File: src/rtl/insn_class_pkg.sv
package insn_class_pkg;

  localparam int NUM_CLASSES = 14;
  localparam int CLS_W       = $clog2(NUM_CLASSES);

  typedef enum logic [CLS_W-1:0] {
    CLS_TRAP       = 4'd0,
    CLS_CP_TO_REG  = 4'd1,
    CLS_REG_TO_CP  = 4'd2,
    CLS_UNDEF      = 4'd3,
    CLS_CP_MEM     = 4'd4,
    CLS_BRANCH     = 4'd5,
    CLS_MULTI_XFER = 4'd6,
    CLS_XFER       = 4'd7,
    CLS_STATUS_WR  = 4'd8,
    CLS_STATUS_RD  = 4'd9,
    CLS_ALU        = 4'd10,
    CLS_HALF_XFER  = 4'd11,
    CLS_SWAP       = 4'd12,
    CLS_MUL        = 4'd13
  } class_e;

endpackage

File: src/rtl/icd_tree.sv
module icd_tree
  import insn_class_pkg::*;
#(
  parameter int WORD_W = 32
) (
  input  logic [WORD_W-1:0] word,
  output class_e            cls
);

  logic b27, b26, b25, b24, b23, b22, b21, b20;
  logic b7, b6, b5, b4;

  assign {b27, b26, b25, b24, b23, b22, b21, b20} = word[27:20];
  assign {b7, b6, b5, b4} = word[7:4];

  class_e cp_top, mem_top, misc_top, ext_top, base_top;

  // bit 27 set: trap, coprocessor, branch, multi-register
  always_comb begin
    if (b26) begin
      if (!b25)      cp_top = CLS_CP_MEM;
      else if (b24)  cp_top = CLS_TRAP;
      else if (b4)   cp_top = b20 ? CLS_CP_TO_REG : CLS_REG_TO_CP;
      else           cp_top = CLS_UNDEF;
    end else begin
      cp_top = b25 ? CLS_BRANCH : CLS_MULTI_XFER;
    end
  end

  // 01x: single transfers with the register-shift hole
  always_comb begin
    mem_top = (b25 && b4) ? CLS_UNDEF : CLS_XFER;
  end

  // 001: immediate ALU and status write
  always_comb begin
    if (b24 && !b23 && !b20) misc_top = b21 ? CLS_STATUS_WR : CLS_UNDEF;
    else                     misc_top = CLS_ALU;
  end

  // 0001: halfword, swap, status
  always_comb begin
    ext_top = CLS_ALU;
    if (b7 && b4) begin
      if (b20)      ext_top = (b6 || b5) ? CLS_HALF_XFER : CLS_UNDEF;
      else if (b6)  ext_top = CLS_UNDEF;
      else if (b5)  ext_top = CLS_HALF_XFER;
      else if (!b23 && !b21) ext_top = CLS_SWAP;
      else          ext_top = CLS_UNDEF;
    end else if (!b7 && !b4 && !b23 && !b20 && !b6 && !b5) begin
      ext_top = b21 ? CLS_STATUS_WR : CLS_STATUS_RD;
    end
  end

  // 0000: multiply and halfword
  always_comb begin
    base_top = CLS_ALU;
    if (b7 && b4) begin
      if (b6 || b5)
        base_top = ((b20 && b6) || (!b6 && b5)) ? CLS_HALF_XFER : CLS_UNDEF;
      else
        base_top = (b23 || !b22) ? CLS_MUL : CLS_UNDEF;
    end
  end

  always_comb begin
    if (b27)      cls = cp_top;
    else if (b26) cls = mem_top;
    else if (b25) cls = misc_top;
    else if (b24) cls = ext_top;
    else          cls = base_top;
  end

endmodule

File: src/rtl/icd_stage.sv
module icd_stage
  import insn_class_pkg::*;
#(
  parameter bit PIPE_OUT = 1'b1
) (
  input  logic   clk,
  input  logic   rst,
  input  logic   d_valid,
  input  class_e d_cls,
  output logic   q_valid,
  output class_e q_cls
);

  generate
    if (PIPE_OUT) begin : g_reg
      always_ff @(posedge clk) begin
        if (rst) begin
          q_valid <= 1'b0;
          q_cls   <= CLS_UNDEF;
        end else begin
          q_valid <= d_valid;
          if (d_valid) q_cls <= d_cls;
        end
      end
    end else begin : g_comb
      assign q_valid = d_valid;
      assign q_cls   = d_cls;
    end
  endgenerate

endmodule

File: src/rtl/icd_onehot.sv
module icd_onehot
  import insn_class_pkg::*;
#(
  parameter int N = NUM_CLASSES
) (
  input  class_e       cls,
  output logic [N-1:0] vec
);

  generate
    for (genvar i = 0; i < N; i++) begin : g_bit
      assign vec[i] = (cls == class_e'(i));
    end
  endgenerate

endmodule

File: src/rtl/insn_class_decoder.sv
module insn_class_decoder
  import insn_class_pkg::*;
#(
  parameter int WORD_W   = 32,
  parameter bit PIPE_OUT = 1'b1
) (
  input  logic                   clk,
  input  logic                   rst,
  input  logic                   in_valid,
  input  logic [WORD_W-1:0]      in_word,
  output logic                   out_valid,
  output logic [CLS_W-1:0]       out_class,
  output logic [NUM_CLASSES-1:0] out_onehot
);

  class_e dec_cls;
  class_e stg_cls;

  icd_tree #(.WORD_W(WORD_W)) tree_i (
    .word (in_word),
    .cls  (dec_cls)
  );

  icd_stage #(.PIPE_OUT(PIPE_OUT)) stage_i (
    .clk     (clk),
    .rst     (rst),
    .d_valid (in_valid),
    .d_cls   (dec_cls),
    .q_valid (out_valid),
    .q_cls   (stg_cls)
  );

  icd_onehot #(.N(NUM_CLASSES)) oh_i (
    .cls (stg_cls),
    .vec (out_onehot)
  );

  assign out_class = stg_cls;

  AST_ONEHOT_MATCH: assert property (@(posedge clk) disable iff (rst)
    ($countones(out_onehot) == 1) && (out_onehot == (NUM_CLASSES'(1) << out_class)));

  generate
    if (PIPE_OUT) begin : g_chk
      AST_VALID_LATENCY: assert property (@(posedge clk) disable iff (rst)
        in_valid |=> out_valid);
      AST_IDLE_NO_VALID: assert property (@(posedge clk) disable iff (rst)
        !in_valid |=> !out_valid);
      AST_IDLE_HOLD: assert property (@(posedge clk) disable iff (rst)
        !in_valid |=> ($stable(out_class) && $stable(out_onehot)));
      AST_TRAP_CLASS: assert property (@(posedge clk) disable iff (rst)
        (in_valid && (in_word[27:24] == 4'hF)) |=> (out_class == CLS_TRAP));
      AST_BRANCH_CLASS: assert property (@(posedge clk) disable iff (rst)
        (in_valid && (in_word[27:25] == 3'b101)) |=> (out_class == CLS_BRANCH));
    end
  endgenerate

endmodule

File: config.mk
export PLATFORM = sky130hd
export DESIGN_NAME = insn_class_decoder
export DESIGN_NICKNAME = d
export VERILOG_FILES = /design/src/rtl/insn_class_pkg.sv /design/src/rtl/icd_tree.sv /design/src/rtl/icd_stage.sv /design/src/rtl/icd_onehot.sv /design/src/rtl/insn_class_decoder.sv
export SDC_FILE = /design/constraint.sdc
export NUM_CORES = 1
export LEC_CHECK = 0
export ABC_AREA = 1
export CAP_MARGIN = 10
export CORE_MARGIN = 2
export CORE_UTILIZATION = 40
export DETAILED_ROUTE_END_ITERATION = 10
export DONT_BUFFER_PORTS = 1
export GPL_ROUTABILITY_DRIVEN = 1
export PLACE_DENSITY_LB_ADDON = 0.05
export SYNTH_ARGS = -nofsm -noshare
export SYNTH_HDL_FRONTEND = slang
export SYNTH_SLANG_ARGS = --single-unit
File: constraint.sdc
create_clock -name clk -period 0.8 [get_ports clk]
set_input_delay 0.16 -clock clk [delete_from_list [all_inputs] [get_ports clk]]
set_output_delay 0.16 -clock clk [all_outputs]
set_load 0.01 [all_outputs]
==> results.txt <==
post-route ant nets: 0
GPL Wtd Cong: 0.764
top achievable clock speed: 0.908 GHz
slowest CP cell: dfxtp_4
flop2flop setup slack: -60 ps
Setup Skew: 0 ps
Rel. slew slack: 82.5%
vias in the first global route: 586
hpwl dp: 1.21 mm
Setup TNS: -4610 ps
worst setup margin: -302 ps
status: finished, violations left
CP startpoint kind: register
Pre-antenna DRT Iters: 3
Avg Inst Size Synth: 5.29 µm²
first-pass GRT wire length: 2.28 mm
IO Pins: 54
final global-route overflow total: 0
hold crit path type: input port to register
die area: 0.00164 mm²
die height: 40.5 µm
power density over the cells: 1060 mW/mm²
flops & latches, synth: 5
crit path DAT: 940 ps
hold endpoint: stage_i.q_cls[0]
top-area cell type share of the netlist area: 18.7%
Hold Startpoint: rst
Final Max Slew Viols: 0
share of cells above drive strength 1: 44.4%
DRC violations left: 0
Reg2Reg Depth: 4
Clock Tree Root: clkbuf_4
CP max stage delay: 370 ps
core box area: 0.00127 mm²
failing checks: setup timing
Synth Instances: 101
Final Cycle Share: 138%
Inserted Diodes: 0
WL/cell: 11.7 µm
Cell Area, Synth: 534 µm²
final-layout fill cell count: 105
distinct cell type count of the synthesized netlist: 17
Lkg Pwr: 0.399 nW
Clock transition at path regs: 40 ps
syn_nets: 136
final count of negative-setup-slack endpoints: 19
WP data required: 640 ps
largest net degree at the start of global routing: 7
top_reg_cell synth: dfxtp_1
Post-synth ARST share: 0%
total CTS buffers: 3
Final nets: 153
GRT Util Overall: 21.3%
Syn. warnings: 0
Final Hold Viols: 0
RR Startpoint: stage_i.q_cls[0]
Peak VDD IR: 0.517 mV
synth cell count leaders: nand2_1, nor2_1, inv_1, nand3_1
count leader, synth: nand2_1
H-tree levels: 1
antenna violations before repair: 0
Least-Margin Pin Slew: 259 ps
EDFF count, synth: 0
synthesis-to-finish area growth: 71.2%
Reg-to-Reg End: stage_i.q_cls[0]
RSZ-0062 raised after global routing: yes
chip width: 40.5 µm
critical path class: register to primary output
Port Buffers: 0
hold depth: 2
worst skew pair latency: 240 ps
fin crit period: 1100 ps
number of max-cap violations: 0
Setup crit end kind: primary output
CTS tree: done
via/cell ratio: 5.06
delay-heaviest family, CP: flip-flops
CTS sink cnt: 5
clk buf depth: 2
crit-path cells: inv_8 > nand2_8 > nor2_4
critical path buffer and inverter count: 1
Overall Power: 0.000969 W
Starting DRT DRC Count: 6
initial core utilization: 42.1%
# rows: 13
Crit. path cell count: 3
Hold-fix buffers, CTS: 0
Critical Path Fanout Max: 5
routed vias: 668
Synth area leader: dfxtp_1
Area contributors post-synth: dfxtp_1, nand2_1, nor2_1, inv_1, nand3_1
Post-Route WL: 1.54 mm
post-synthesis sequential area ratio: 18.7%
==> layout by cell type, fill, tap and decap left out, types with 2 or more instances in the layout <==
cell type and instances:
inv_8 2, nand3_1 10, buf_6 7, o21ai_0 4, a21oi_2 2, nand2_1 16
buf_4 5, dfxtp_4 4, nand2_2 2, nor3_4 2, nor2_4 14, o21ai_1 3
clkbuf_4 3, nand2_8 2, a21oi_1 4, inv_4 2, nor2_1 7, nor3_2 2
nand2_4 3, nand4_1 2, inv_1 13
==> state kept, by name (all words and copies together), names as in the netlist <==
| register | count |
|---|---|
| stage_i.q_cls | 4 |
| stage_i.q_valid | 1 |
==> kinds of logic (layout without fill, tap and decap cells) <==
kind of cell    Yosys count  count (layout)  share of synthesized area [%]
compound gates           14              14                           14.3
buf+inv                  18              34                           12.6
flops                     5               5                           18.7
simple gates             64              64                           54.3
==> worst reg2reg max path: stages (launching register included) <==
cell and delay [ps]:
dfxtp_4 360, buf_6 130, buf_6 110, a21oi_2 100, nand2_1 60
==> metrics by stage <==
stage | hold WS (ps) | worst slack, ps | instances | util (%) | area [µm²]
floorplan | 255 | -66.5 | 101 | - | 731
global placement | 270 | -94.0 | 126 | 65.0 | 825
detailed placement | 271 | -101 | 126 | 65.0 | 825
CTS | 15.9 | -299 | 131 | 69.7 | 885
global route | 19.6 | -349 | 132 | 72.1 | 915
finish | 15.4 | -302 | 132 | 72.1 | 915
==> power by group <==
part	internal [W]	total [W]	switching (W)	leakage, nW
Sequential	0.000264	0.000300	0.0000362	0.0429
Clock	0.000188	0.000289	0.000100	0.0150
Combinational	0.000156	0.000381	0.000225	0.342
Total	0.000608	0.000969	0.000361	0.399
==> layer usage <==
layer  part of all wire [%]  track usage (%)  wire length [µm]  vias up
met1                     38             21.8               592      286
li1                       -                -                 -      360
met2                     57             40.5               873       20
met4                    1.1             12.5                17        0
met5                      0                0                 0        -
met3                    3.8             2.22                59        2
==> final cells by class <==
class / count / area (µm²) / area share, %
Timing Repair Buffer: 12 / 116 / 12.7
Clock buffer: 4 / 26.3 / 2.87
Multi-Input combinational cell: 78 / 551 / 60.2
Inverter: 18 / 87.6 / 9.58
Tap cell: 15 / 18.8 / 2.05
Sequential cell: 5 / 115 / 12.6
==> how the worst max path moves through the flow <==
stage,to,from
2_1_floorplan,out_onehot[12],stage_i.q_cls[1]
3_3_place_gp,stage_i.q_cls[1],in_word[20]
3_5_place_dp,stage_i.q_cls[3],in_word[6]
4_1_cts,out_onehot[8],stage_i.q_cls[2]
5_1_grt,out_onehot[12],stage_i.q_cls[1]
6_report,out_onehot[6],stage_i.q_cls[3]
==> timing repair <==
item,4_1_cts,5_1_grt
gates resized for setup,7,4
setup endpoints to repair,19,19
buffers inserted,1,1
pin swaps,4,3
cloned,0,0
(Power assumes the default switching activity.)
